**src/rtl/hostwr_pkg.sv**
```systemverilog
// Shared types for the asynchronous host write bridge.
// Assumes nothing beyond the state encoding fitting three bits.
package hostwr_pkg;

    // Control states of the bridge sequencer.
    typedef enum logic [2:0] {
        ST_IDLE         = 3'd0,
        ST_WAIT_STROBES = 3'd1,
        ST_ISSUE        = 3'd2,
        ST_WAIT_DONE    = 3'd3,
        ST_ACK          = 3'd4,
        ST_WAIT_RELEASE = 3'd5
    } wr_state_t;

    // Bit positions of the host controls inside the synchronizer vector.
    localparam int CTL_CS  = 3;
    localparam int CTL_AS  = 2;
    localparam int CTL_DS  = 1;
    localparam int CTL_RW  = 0;
    localparam int CTL_W   = 4;

endpackage

```
**src/rtl/hostwr_sync.sv**
```systemverilog
// Multi-stage flip-flop synchronizer for a vector of unrelated level signals.
// Assumes each input level is held for longer than STAGES clock periods.
// Resets every stage to RESET_VAL (the inactive level of the inputs).
module hostwr_sync #(
    parameter int              WIDTH     = 4,
    parameter int              STAGES    = 2,
    parameter logic [WIDTH-1:0] RESET_VAL = '1
) (
    input  logic             clk,
    input  logic             rst_n,
    input  logic [WIDTH-1:0] din,
    output logic [WIDTH-1:0] dout
);

    localparam int LAST = STAGES - 1;

    logic [STAGES-1:0][WIDTH-1:0] chain_q;

    // Stage 0 captures the raw input; each later stage copies the one before.
    genvar g;
    for (g = 0; g < STAGES; g++) begin : g_stage
        if (g == 0) begin : g_first
            always_ff @(posedge clk) begin
                if (!rst_n) chain_q[g] <= RESET_VAL;
                else        chain_q[g] <= din;
            end
        end else begin : g_next
            always_ff @(posedge clk) begin
                if (!rst_n) chain_q[g] <= RESET_VAL;
                else        chain_q[g] <= chain_q[g-1];
            end
        end
    end

    // The last stage is the settled copy in the clock domain.
    assign dout = chain_q[LAST];

endmodule

```
**src/rtl/hostwr_capture.sv**
```systemverilog
// Holding register for the internal write address and data.
// Assumes the host keeps address and data stable for the whole cycle, so one
// load at the launch decision gives values valid for the write strobe.
module hostwr_capture #(
    parameter int AW = 20,
    parameter int DW = 16
) (
    input  logic          clk,
    input  logic          rst_n,
    input  logic          load,
    input  logic [AW-1:0] addr_in,
    input  logic [DW-1:0] data_in,
    output logic [AW-1:0] addr_q,
    output logic [DW-1:0] data_q
);

    // Load address and data together when a write is launched.
    always_ff @(posedge clk) begin
        if (!rst_n) begin
            addr_q <= '0;
            data_q <= '0;
        end else if (load) begin
            addr_q <= addr_in;
            data_q <= data_in;
        end
    end

endmodule

```
**src/rtl/hostwr_fsm.sv**
```systemverilog
// Sequencer of the host write bridge. It works on synchronized active-high
// versions of the host controls. It launches one internal write per host
// cycle, waits for completion, raises the acknowledge and then waits until
// both strobes are gone before it accepts another cycle.
// Assumes mode_sel is static during a host cycle.
module hostwr_fsm
    import hostwr_pkg::*;
(
    input  logic clk,
    input  logic rst_n,
    input  logic mode_sel,
    input  logic cs_act,
    input  logic as_act,
    input  logic ds_act,
    input  logic rd_lvl,
    input  logic bus_done,
    output logic launch,
    output logic bus_wr_en,
    output logic ack_low
);

    wr_state_t state_q, state_d;

    logic strobes_on;
    logic any_released;
    logic all_released;

    // Strobe summaries shared by several transitions.
    always_comb begin
        strobes_on   = cs_act && as_act && ds_act;
        any_released = !as_act || !ds_act;
        all_released = !as_act && !ds_act;
    end

    // Launch decision: a complete write request seen while waiting for strobes.
    always_comb begin
        launch = (state_q == ST_WAIT_STROBES) && strobes_on && !rd_lvl && !mode_sel;
    end

    // Next-state selection.
    always_comb begin
        state_d = state_q;
        unique case (state_q)
            ST_IDLE: begin
                if (!mode_sel && cs_act) state_d = ST_WAIT_STROBES;
            end
            ST_WAIT_STROBES: begin
                if (!cs_act || mode_sel)  state_d = ST_IDLE;
                else if (launch)          state_d = ST_ISSUE;
                else if (strobes_on)      state_d = ST_WAIT_RELEASE;
            end
            ST_ISSUE: begin
                state_d = ST_WAIT_DONE;
            end
            ST_WAIT_DONE: begin
                if (bus_done) state_d = ST_ACK;
            end
            ST_ACK: begin
                if (any_released) state_d = ST_WAIT_RELEASE;
            end
            ST_WAIT_RELEASE: begin
                if (all_released) state_d = ST_IDLE;
            end
            default: state_d = ST_IDLE;
        endcase
    end

    // State register.
    always_ff @(posedge clk) begin
        if (!rst_n) state_q <= ST_IDLE;
        else        state_q <= state_d;
    end

    // Outputs: a one-clock write strobe, and the acknowledge that drops as soon as a strobe goes.
    always_comb begin
        bus_wr_en = (state_q == ST_ISSUE);
        ack_low   = (state_q == ST_ACK) && as_act && ds_act;
    end

    // a write strobe never lasts two clocks.
    assert_single_pulse_R5: assert property (@(posedge clk) disable iff (!rst_n)
        bus_wr_en |=> !bus_wr_en);

    // a write strobe follows a full write request seen one clock earlier.
    assert_write_needs_request_R3: assert property (@(posedge clk) disable iff (!rst_n)
        bus_wr_en |-> $past(cs_act && as_act && ds_act && !rd_lvl));

    // the acknowledge only starts after completion was sampled.
    assert_ack_after_done_R4: assert property (@(posedge clk) disable iff (!rst_n)
        $rose(ack_low) |-> $past(bus_done));

    // no write strobe comes out of the disabled mode.
    assert_mode_blocks_write_R6: assert property (@(posedge clk) disable iff (!rst_n)
        bus_wr_en |-> !$past(mode_sel));

    // while one strobe is still held after the acknowledge, no new write starts.
    assert_no_relaunch_R9: assert property (@(posedge clk) disable iff (!rst_n)
        (state_q == ST_WAIT_RELEASE && (as_act || ds_act)) |=> !bus_wr_en);

endmodule

```
**src/rtl/hostwr_bridge.sv**
```systemverilog
// Top of the asynchronous host write bridge. It synchronizes the host
// controls and feeds them to the sequencer. It captures address and data
// for the internal bus and drives the acknowledge as a value and an enable.
// Assumes host address and data are stable while the strobes are low and
// that each strobe stays low for at least one clock period.
module hostwr_bridge
    import hostwr_pkg::*;
#(
    parameter int AW          = 20,
    parameter int DW          = 16,
    parameter int SYNC_STAGES = 2
) (
    input  logic          clk,
    input  logic          rst_n,
    input  logic          mode_sel,
    input  logic [AW-1:0] h_addr,
    input  logic [DW-1:0] h_wdata,
    input  logic          h_cs_n,
    input  logic          h_as_n,
    input  logic          h_ds_n,
    input  logic          h_rw,
    output logic          h_ack_n,
    output logic          h_ack_oe,
    output logic          bus_wr_en,
    output logic [AW-1:0] bus_addr,
    output logic [DW-1:0] bus_wdata,
    input  logic          bus_done
);

    logic [CTL_W-1:0] ctl_raw;
    logic [CTL_W-1:0] ctl_sync;
    logic             launch;
    logic             ack_low;

    // Pack the raw host controls for the synchronizer.
    always_comb begin
        ctl_raw         = '1;
        ctl_raw[CTL_CS] = h_cs_n;
        ctl_raw[CTL_AS] = h_as_n;
        ctl_raw[CTL_DS] = h_ds_n;
        ctl_raw[CTL_RW] = h_rw;
    end

    hostwr_sync #(
        .WIDTH     (CTL_W),
        .STAGES    (SYNC_STAGES),
        .RESET_VAL ({CTL_W{1'b1}})
    ) u_sync (
        .clk   (clk),
        .rst_n (rst_n),
        .din   (ctl_raw),
        .dout  (ctl_sync)
    );

    hostwr_fsm u_fsm (
        .clk       (clk),
        .rst_n     (rst_n),
        .mode_sel  (mode_sel),
        .cs_act    (!ctl_sync[CTL_CS]),
        .as_act    (!ctl_sync[CTL_AS]),
        .ds_act    (!ctl_sync[CTL_DS]),
        .rd_lvl    (ctl_sync[CTL_RW]),
        .bus_done  (bus_done),
        .launch    (launch),
        .bus_wr_en (bus_wr_en),
        .ack_low   (ack_low)
    );

    hostwr_capture #(
        .AW (AW),
        .DW (DW)
    ) u_capture (
        .clk     (clk),
        .rst_n   (rst_n),
        .load    (launch),
        .addr_in (h_addr),
        .data_in (h_wdata),
        .addr_q  (bus_addr),
        .data_q  (bus_wdata)
    );

    // Acknowledge pin: enabled straight from chip select, value from the sequencer.
    always_comb begin
        h_ack_oe = !h_cs_n && !mode_sel;
        h_ack_n  = !ack_low;
    end

    // the acknowledge is never driven low while released to high-impedance.
    assert_ack_low_enabled_R1: assert property (@(posedge clk) disable iff (!rst_n)
        (!h_ack_n && !mode_sel) |-> !ctl_sync[CTL_CS]);

endmodule

```
**config.mk**
```make
export PLATFORM = sky130hd
export DESIGN_NAME = hostwr_bridge
export DESIGN_NICKNAME = d
export VERILOG_FILES = /design/src/rtl/hostwr_pkg.sv /design/src/rtl/hostwr_sync.sv /design/src/rtl/hostwr_capture.sv /design/src/rtl/hostwr_fsm.sv /design/src/rtl/hostwr_bridge.sv
export SDC_FILE = /design/constraint.sdc
export NUM_CORES = 1
export LEC_CHECK = 0
export BUFFER_PORTS_ARGS = -buffer_cell sky130_fd_sc_hd__buf_4
export CORE_ASPECT_RATIO = 0.7
export CORE_MARGIN = 1.5
export CORE_UTILIZATION = 45
export DETAILED_ROUTE_END_ITERATION = 10
export PLACE_DENSITY = 0.75
export REMOVE_ABC_BUFFERS = 1
export SLEW_MARGIN = 5
export SYNTH_ARGS = -nofsm -noshare
export SYNTH_HDL_FRONTEND = slang
export SYNTH_SLANG_ARGS = --single-unit
```
**constraint.sdc**
```tcl
create_clock -name clk -period 2.81 [get_ports clk]
set_clock_uncertainty 0.2 [all_clocks]
set_input_delay 0.7025 -clock clk [delete_from_list [all_inputs] [get_ports clk]]
set_output_delay 0.7025 -clock clk [all_outputs]
set_load 0.005 [all_outputs]
```
======== Word level (Yosys, flattened, before mapping) ========
Index checks and enable logic that the tools add are counted.
storage, ports and cells
  output and inout bits ................... 39
  word-level logic and storage cells ...... 44
  register bits ........................... 47
cells by class
  eq/ne operators ......................... 10
  reductions and logical operators ........ 21
  multiplexer cells ....................... 8
operators by type and width
  cell                  number
  $mux W3               7
  $pmux W3 S6           1
  $logic_and A1 B1 Y1   10
  $logic_not A1 Y1      7
  $eq A3 B2 Y1 const B  2
  $eq A3 B3 Y1 const B  2
  $ne A2 B1 Y1 const B  3
  $reduce_and A5 Y1     1
  $ne A4 B3 Y1 const B  1
  $eq A3 B1 Y1 const B  1
  $logic_not A3 Y1      1
  $logic_or A1 B1 Y1    2
  $ne A2 B2 Y1 const B  1

======== Longest topological paths before layout ========
Gate-level depths: netlist of run 1.
  depth after elaboration ................. 9
  gate-level depth with buffers ........... 6
  gate-level depth less buffers ........... 4

======== By module ========
A second synthesis of run 1 with hierarchy kept.
second synthesis, totals
  cells, all modules ...................... 168
  area total of the unflattened synthesis .. 1894.3 um2
by module, submodules not included
  module          times used  area an instance (um2)  cells each
  hostwr_capture  1           1388.8                  115
  hostwr_fsm      1           246.5                   28
  hostwr_sync     1           240.2                   20
  hostwr_bridge   1           18.8                    5

======== Least setup slack after synthesis of run 1 ========
Ideal clock, no wire load.
  path type ............................... input port to flip-flop
  start ................................... input port mode_sel
  end ..................................... register u_capture.data_q[10]
  setup slack ............................. 1033 ps
  arrival ................................. 1512 ps
  stages .................................. 6
  cells stage by stage .................... nor2_2 > and4_4 > buf_12 > buf_12 > nand2_1 > a21boi_2
between the ends
  longest elaborated chain between the ends .. 2
ends and longest elaborated chain
  element               line                  text
  from (decl)           hostwr_bridge.sv:15   input logic mode_sel,
  $logic_not A1 Y1      hostwr_fsm.sv:37      launch = (state_q == ST_WAIT_STROBES) && strobes_on && !rd_lvl && !mode_sel;
  $logic_and A1 B1 Y1   hostwr_fsm.sv:37
  to (signal assigned)  hostwr_capture.sv:24  data_q <= data_in;
  to (decl)             hostwr_capture.sv:14  output logic [DW-1:0] data_q
Every way passes these cells.
A chain may end at the register's enable or synchronous reset.

======== Worst setup path after layout of run 1 ========
  start ................................... register u_fsm.state_q[2]
  end ..................................... output port h_ack_n
between the ends
  longest elaborated chain between the ends .. 4
ends and longest elaborated chain
  element                           line                 text
  from (decl)                       hostwr_fsm.sv:22     wr_state_t state_q, state_d;
  from (signal assigned)            hostwr_fsm.sv:71     else state_q <= state_d;
  $eq A3 B3 Y1                      hostwr_fsm.sv:77     ack_low = (state_q == ST_ACK) && as_act && ds_act;
  $logic_and A1 B1 Y1 (2 in a row)  hostwr_fsm.sv:77
  $logic_not A1 Y1                  hostwr_bridge.sv:85  h_ack_n = !ack_low;
  to (decl)                         hostwr_bridge.sv:22  output logic h_ack_n,
Every way passes these cells.

==> results of run 1 <==
==> Yosys cell counts, drive strengths merged <==
library cell | n | share of area
nand2 | 75 | 0.16
dfxtp | 47 | 0.47
a21boi | 37 | 0.19
nand2b | 9 | 0.028
buf | 7 | 0.045
nor2 | 7 | 0.016
clkbuf | 6 | 0.011
o21ai | 4 | 0.010
nand3 | 3 | 0.0075
inv | 2 | 0.0038
a21oi | 1 | 0.0025
a32o | 1 | 0.0050
a41oi | 1 | 0.0044
and4 | 1 | 0.0057
mux2 | 1 | 0.0057
nand4 | 1 | 0.0063
nor2b | 1 | 0.0031
nor3 | 1 | 0.0082
o2111ai | 1 | 0.0044
o21a | 1 | 0.0038
or2 | 1 | 0.0031
==> worst reg2reg max path, cell delays in order (launching register included) <==
cell and delay, ns:
dfxtp_1 0.36, nor3_4 0.24, and4_4 0.57, nand2_1 0.12, a21boi_0 0.20
==> flip-flops by register name, indices dropped and copies added, names as in the netlist <==
| register | count |
|---|---|
| u_capture.addr_q | 20 |
| u_capture.data_q | 16 |
| u_sync.chain_q | 4 |
| u_sync.dout | 4 |
| u_fsm.state_q | 3 |
==> worst max path at each step <==
stage                                  startpoint                           endpoint  cells past startpoint
floorplan                                mode_sel   u_capture.addr_q[0]$_SDFFE_PN0P_                      4
global placement                         mode_sel  u_capture.data_q[12]$_SDFFE_PN0P_                      6
detailed placement                       mode_sel   u_capture.data_q[3]$_SDFFE_PN0P_                      5
CTS                 u_fsm.state_q[2]$_SDFFE_PN0P_                            h_ack_n                      3
global route        u_fsm.state_q[2]$_SDFFE_PN0P_                            h_ack_n                      3
finish              u_fsm.state_q[2]$_SDFFE_PN0P_                            h_ack_n                      3
==> per-layer routing <==
layer  part of all wire  vias up
met3               0.13       10
met1               0.45      715
met5                  0        -
met2               0.41       65
li1                   -      833
met4              0.014        0
==> metrics by stage <==
stage	area [sq um]	hold slack [ns]	total power [mW]	setup WS, ns	cells
2_1_floorplan	1880	0.186	0.706	0.796	195
3_3_place_gp	2580	0.189	0.766	0.659	331
3_5_place_dp	2580	0.196	0.767	0.600	331
4_1_cts	2690	0.215	1.23	0.693	338
5_1_grt	2690	0.242	1.27	0.611	338
6_report	2690	0.210	1.22	0.694	338
==> area by class of cell <==
cell class | instances | area, sq um
clock buffers | 6 | 72.6
clock inverters | 1 | 30.0
fillers | 345 | 1380
inverters | 2 | 7.51
multi-input cells | 146 | 927
flip-flops and latches | 47 | 941
well taps | 52 | 65.1
repair buffers | 84 | 643
==> cells by family (layout without fill, tap and decap cells) <==
family,Yosys count,after routing,share of synthesized area
DFF,47,47,0.473
AOI/OAI and AO/OA,46,46,0.225
and+or+nand+nor,99,99,0.236
buffers and inverters,15,93,0.0604
muxes,1,1,0.00566
==> power groups by stage <==
stage	clock network [mW]	registers [mW]	logic, mW
finish	0.465	0.675	0.0755
global route	0.509	0.676	0.0814
CTS	0.480	0.675	0.0762
detailed placement	0	0.691	0.0760
global placement	0	0.690	0.0761
floorplan	0	0.690	0.0163
==> results.md, run 1 <==
* R2R depth at 4
* Buf/Inv on CP at 1
* Final core occ at 0.661
* Max_slew headroom at 0.681
* CTS tree: done
* CP delay by family, top: flip-flops
* Layout cells sized above 1 at 0.486
* Layout Area Growth over Synthesis at 35.1%
* Slowest stage delay, CP at 0.45 ns
* P_sw at 0.231 mW
* Clk sinks at 47
* Most frequent cells in the layout: buf_4, nand2_1, dfxtp_1
* Clk buf depth at 2
* Largest net degree at the start of global routing at 38
* Drt wl/cell at 12.5 um
* Area of the mapped netlist at 1990 sq um
* CTS hold repair buffers at 0
* DRT Pass-1 Iters at 4
* Inserted Diodes at 0
* Slew Viols, Final at 0
* Switching Share at 0.190
* Endpoint type of the worst setup path: output pin
* GR Util met3 at 0.102
* Yosys cell types at 26
* Mapped Cells at 208
* Starting Density at 0.489
* Pleak at 1.07 nW
* Hold depth at 1
* Min-Delay Path Class: reg -> reg
* Via density at 4.80
* Clock share of power at 0.383
* Hold path endpoint: u_sync.dout[2]$_SDFF_PN1_
* Clk root buf: clkbuf_8
* Vias in the first global route at 1602
* GRT overflow at 0
* Post-synthesis sequential area ratio at 0.473
* WP data arrival at 1.21 ns
* Clock latency on the worst-skew pair at 0.29 ns
* Required @ worst endpoint at 1.91 ns
* I/O pins at 83
* Max-Cap Viols at 0
* Combinational group share of total power at 0.062
* Die width at 82.4 um
* Critical path's slowest cell: dfxtp_1
* Most common cell after layout, fill and taps aside: buf_4
* R2r setup slk at 1.04 ns
* CP Class: reg -> out
* Max VDD drop at 0.291 mV
* Critical path fanouts, max at 7
* Met1 GRT Util at 0.234
* Worst R2R End: u_capture.data_q[3]$_SDFFE_PN0P_
* Syn avg cell area at 9.56 sq um
* Run status: finished, final reports clean
* Synth warn at 0
* Number of port buffers at 82
* F_max at 473 MHz
* Core Area at 4070 sq um
* Die area at 4830 sq um
* Reg clk slew, reported paths at 0.08 ns
* Slew @ Worst Pin at 0.479 ns
* Fin nets at 330
* Num rows at 19
* Setup violators final at 0
* Hpwl dp at 3050 um
* H-tree levels at 2
* Most used routing layer: met2
* Power Dens Cells at 452 nW/um^2
* Hold Crit Start: u_sync.chain_q[2]$_SDFF_PN1_
* RePlAce Congestion at 0.815
* First-pass GRT wire length at 6860 um
* CP Launch Type: flip-flop
* Vias after detailed routing at 1623
* Die height at 58.6 um
* Initial antenna violation count at 0
* Synth Register Bits at 47
* Drc violations at 0
* R2r startpoint: u_sync.dout[1]$_SDFF_PN1_
* GRT met2 Usage at 0.279
* Clock buffer count from CTS at 5
* Unrepaired setup endpoints after global routing: no
* WL final at 4220 um
* Sequential share of power at 0.555
* Post-CTS setup repair buffer count at 0
* Part of the cycle the worst path needs at 0.753
* Internal at 0.984 mW
* Setup TNS at 0 ns
* Gr usage total at 0.189
* Post-DRT Antenna Nets at 0
* Starting DRT DRC Count at 84
* Post-CTS Resized at 0
* Crit path cell chain: nor2b_1 -> nand3_1 -> buf_4
* Tmin final at 2.12 ns
* Final hold violation count at 0
Power figures use the tool's default switching activity.
==> run 2: changes to the inputs <==
==> constraint.sdc (replaced) <==
create_clock -name clk -period 2.1 [get_ports clk]
set_clock_uncertainty 0.2 [all_clocks]
set_input_delay 0.525 -clock clk [delete_from_list [all_inputs] [get_ports clk]]
set_output_delay 0.525 -clock clk [all_outputs]
set_load 0.005 [all_outputs]
==> results.md, run 2 (synthesis results as in run 1) <==
* Clock share of power at 0.352
* Pleak at 1.08 nW
* Tmin final at 1.97 ns
* Power Dens Cells at 572 nW/um^2
* P_sw at 0.321 mW
* Layout cells sized above 1 at 0.495
* Initial antenna violation count at 0
* Top routing layer in use: met4
* Num rows at 19
* CTS tree: done
* Gr usage total at 0.187
* Min-Delay Path Class: in -> reg
* RePlAce Congestion at 0.796
* Most frequent cells in the layout: buf_4, nand2_1, dfxtp_1
* Max reg flops at 20
* Starting Density at 0.489
* Post-CTS setup repair buffer count at 0
* CP Launch Type: flip-flop
* Clk root buf: clkbuf_8
* Inserted Diodes at 0
* Drc violations at 0
* Hold path endpoint: u_sync.chain_q[0]$_SDFF_PN1_
* Dpl cells at 334
* Worst R2R End: u_capture.data_q[2]$_SDFFE_PN0P_
* Largest registers: u_capture.addr_q: 20 flops, u_capture.data_q: 16 flops
* Slew Viols, Final at 0
* First-pass GRT wire length at 6660 um
* Slew @ Worst Pin at 0.308 ns
* Max-Cap Viols at 0
* DP Worst Slack at 0.183 ns
* Fin nets at 333
* Hpwl dp at 3070 um
* Via density at 4.80
* Clk sinks at 47
* Total power at 1.55 mW
* Design area at 2710 sq um
* Clk buf depth at 2
* R2r startpoint: u_sync.dout[1]$_SDFF_PN1_
* Internal at 1.23 mW
* Non-filler cells in the finished layout at 341
* I/O pins at 83
* WL final at 4190 um
* Post-CTS Resized at 0
* H-tree levels at 2
* Number of port buffers at 82
* Vias after detailed routing at 1637
* Endpoint type of the worst setup path: output pin
* Unrepaired setup endpoints after global routing: no
* WL met1 at 2020 um
* Largest net degree at the start of global routing at 30
* Met3 WL post-DR at 574 um
* DRT Pass-1 Iters at 4
* Layout Area Growth over Synthesis at 36.1%
* Required @ worst endpoint at 1.37 ns
* F_max at 508 MHz
* Part of the cycle the worst path needs at 0.938
* Placed cell areas at 2620 sq um
* Vias in the first global route at 1418
* Final setup margin at 0.131 ns
* Setup violators final at 0
* Die height at 58.6 um
* Setup TNS at 0 ns
* R2R depth at 5
* Filler cells at 330
* Met2 wire len at 1540 um
* Starting DRT DRC Count at 85
* Top reg by flops: u_capture.addr_q
* WP data arrival at 1.24 ns
* Final core occ at 0.666
* Most common cell after layout, fill and taps aside: buf_4
* Combinational group share of total power at 0.065
* Post-DRT Antenna Nets at 0
* Clock buffer count from CTS at 5
* Hold Crit Start: h_rw
* Final hold slack at 0.201 ns
* Core Area at 4070 sq um
* CP Class: reg -> out
* Run status: finished, final reports clean
* Drt wl/cell at 12.3 um
* CTS hold repair buffers at 0
* R2r setup slk at 0.49 ns
* Sequential share of power at 0.583
* Final hold violation count at 0
* Max VDD drop at 0.316 mV
* Critical path fanouts, max at 7
* Clock latency on the worst-skew pair at 0.30 ns
* Max_slew headroom at 0.794
* Switching Share at 0.207
* Hold depth at 2
* Die area at 4830 sq um
* GRT overflow at 0
* Die width at 82.4 um
* Reg clk slew, reported paths at 0.08 ns
-- run 2: routing by layer --
layer	global-route usage	vias to the layer above
met5	0	-
met4	0.0508	0
met3	0.107	5
met2	0.243	72
met1	0.262	724
li1	-	836
-- run 2: critical path, cell delays in order, from the launching register on --
cell,delay [ns]
dfxtp_1,0.44
nor2b_1,0.25
nand3_1,0.11
buf_4,0.15
-- run 2: cell type report --
| class | count | area [sq um] | area share |
|---|---|---|---|
| Clock buffer | 6 | 82.6 | 0.0305 |
| Inverter | 2 | 7.51 | 0.00277 |
| Timing Repair Buffer | 87 | 678 | 0.251 |
| Multi-Input combinational cell | 146 | 927 | 0.343 |
| Clock inverter | 1 | 5.00 | 0.00185 |
| Sequential cell | 47 | 941 | 0.348 |
| Tap cell | 52 | 65.1 | 0.0240 |
-- run 2: worst max path at each step --
stage                                  start                           endpoint  slack (ns)  cells after the start
2_1_floorplan                       mode_sel   u_capture.addr_q[0]$_SDFFE_PN0P_        0.26                      4
3_3_place_gp                        mode_sel  u_capture.addr_q[18]$_SDFFE_PN0P_        0.25                      6
3_5_place_dp                        mode_sel  u_capture.addr_q[16]$_SDFFE_PN0P_        0.18                      6
4_1_cts        u_fsm.state_q[2]$_SDFFE_PN0P_                            h_ack_n        0.13                      3
5_1_grt        u_fsm.state_q[2]$_SDFFE_PN0P_                            h_ack_n       0.001                      3
6_report       u_fsm.state_q[2]$_SDFFE_PN0P_                            h_ack_n        0.13                      3
-- run 2: power by group through the flow --
stage          Combinational, mW  Sequential [mW]  Clock, mW
2_1_floorplan             0.0218            0.923          0
3_3_place_gp               0.102            0.924          0
3_5_place_dp               0.101            0.924          0
4_1_cts                    0.102            0.903      0.563
5_1_grt                    0.109            0.904      0.601
6_report                   0.101            0.903      0.544
==> run 3: changes to the inputs <==
--- a/config.mk
+++ b/config.mk
@@ -6,11 +6,12 @@
 export NUM_CORES = 1
 export LEC_CHECK = 0
 export BUFFER_PORTS_ARGS = -buffer_cell sky130_fd_sc_hd__buf_4
-export CORE_ASPECT_RATIO = 0.7
+export CORE_ASPECT_RATIO = 1.4
 export CORE_MARGIN = 1.5
 export CORE_UTILIZATION = 45
 export DETAILED_ROUTE_END_ITERATION = 10
 export PLACE_DENSITY = 0.75
+export RECOVER_POWER = 100
 export REMOVE_ABC_BUFFERS = 1
 export SLEW_MARGIN = 5
 export SYNTH_ARGS = -nofsm -noshare
==> results.md, run 3 (synthesis results as in run 1) <==
* Vias in the first global route at 1545
* Clk root buf: clkbuf_8
* Starting Density at 0.469
* Reg clk slew, reported paths at 0.09 ns
* Starting DRT DRC Count at 69
* Power Dens Cells at 589 nW/um^2
* Clk buf depth at 2
* Final core occ at 0.619
* Largest net degree at the start of global routing at 37
* RePlAce Congestion at 0.815
* DP Worst Slack at 0.296 ns
* Number of port buffers at 82
* Total power at 1.55 mW
* Inserted Diodes at 0
* Non-filler cells in the finished layout at 350
* Max_slew headroom at 0.264
* Most common cell after layout, fill and taps aside: nand2_1
* Core Area at 4240 sq um
* Final setup margin at 0.158 ns
* Fin nets at 333
* Endpoint type of the worst setup path: flip-flop
* Run status: finished, final reports clean
* Via density at 4.71
* Tmin final at 1.94 ns
* CTS hold repair buffers at 0
* First-pass GRT wire length at 6670 um
* Vias after detailed routing at 1650
* F_max at 515 MHz
* Required @ worst endpoint at 2.12 ns
* Drt wl/cell at 12.0 um
* Setup violators final at 0
* CTS tree: done
* GRT overflow at 0
* Die width at 59.2 um
* Hpwl dp at 3080 um
* WP data arrival at 1.96 ns
* CP Launch Type: flip-flop
* Most frequent cells in the layout: nand2_1, dfxtp_1, buf_4
* Slew Viols, Final at 0
* CP Class: reg -> reg
* I/O pins at 83
* Largest registers: u_capture.addr_q: 20 flops, u_capture.data_q: 16 flops
* Clk sinks at 47
* Setup TNS at 0 ns
* Pleak at 1.02 nW
* Layout cells sized above 1 at 0.407
* Critical path fanouts, max at 13
* Initial antenna violation count at 0
* Slew @ Worst Pin at 1.10 ns
* Drc violations at 0
* WL final at 4190 um
* Max reg flops at 20
* Min-Delay Path Class: in -> reg
* DRT Pass-1 Iters at 4
* Max VDD drop at 0.348 mV
* Die height at 81.6 um
* Unrepaired setup endpoints after global routing: no
* Post-DRT Antenna Nets at 0
* Clock buffer count from CTS at 5
* Num rows at 28
* Final hold violation count at 0
* Clock latency on the worst-skew pair at 0.30 ns
* Die area at 4830 sq um
* Max-Cap Viols at 0
* Top reg by flops: u_capture.addr_q
* Layout Area Growth over Synthesis at 32.0%
* Dpl cells at 342
* Part of the cycle the worst path needs at 0.925
* Gr usage total at 0.186
* H-tree levels at 2
==> run 3: cell count changes in the layout (fill, tap and decap cells not counted), moves of 2 or more <==
cell,before,now
a21boi_0,8,27
a21boi_2,29,10
buf_4,85,45
clkbuf_1,0,6
clkbuf_4,0,34
clkinvlp_4,0,2
==> run 3: layout make-up <==
class | count | area, sq um
clock buffers | 5 | 68.8
clock inverters | 3 | 23.8
fillers | 414 | 1610
inverters | 2 | 7.51
multi-input cells | 146 | 853
flip-flops and latches | 47 | 941
well taps | 60 | 75.1
repair buffers | 87 | 656
==> run 3: per-stage QoR <==
stage	hold WS [ns]	area [sq um]
4_1_cts	0.188	2720
6_report	0.200	2630
3_3_place_gp	0.190	2630
2_1_floorplan	0.186	1880
5_1_grt	0.181	2630
3_5_place_dp	0.196	2630
==> run 3: where the power goes <==
part | total, mW | switching (mW) | leakage [nW] | internal (mW)
clock network | 0.546 | 0.308 | 0.0408 | 0.238
registers | 0.903 | 0.00501 | 0.380 | 0.898
logic | 0.0986 | 0.0304 | 0.601 | 0.0681
==> run 3: per-layer routing <==
layer | vias to the layer above | track usage | part of all wire
li1 | 840 | - | -
met1 | 745 | 0.190 | 0.39
met2 | 55 | 0.332 | 0.53
met3 | 10 | 0.0504 | 0.045
met4 | 0 | 0.105 | 0.036
met5 | - | 0 | 0
==> run 3: worst max-delay path, stage by stage, from the launching register on <==
cell and delay (ns):
dfxtp_1 0.36, nor3_4 0.24, and4_1 0.63, buf_12 0.22, nand2_2 0.05, a21boi_0 0.15
==> run 3: final timing paths <==
check                               start                                 to  slack, ns  cells past startpoint
max reg2reg     u_sync.dout[1]$_SDFF_PN1_  u_capture.addr_q[15]$_SDFFE_PN0P_       0.16                      5
min                                h_as_n       u_sync.chain_q[2]$_SDFF_PN1_       0.20                      2
max             u_sync.dout[1]$_SDFF_PN1_  u_capture.addr_q[15]$_SDFFE_PN0P_       0.16                      5
min reg2reg  u_sync.chain_q[0]$_SDFF_PN1_          u_sync.dout[0]$_SDFF_PN1_       0.21                      1
==> run 3: repair_timing <==
action / CTS / global route
buffers inserted: 0 / 0
gates resized for setup: 0 / 1
endpoints found under the setup margin: 0 / 1
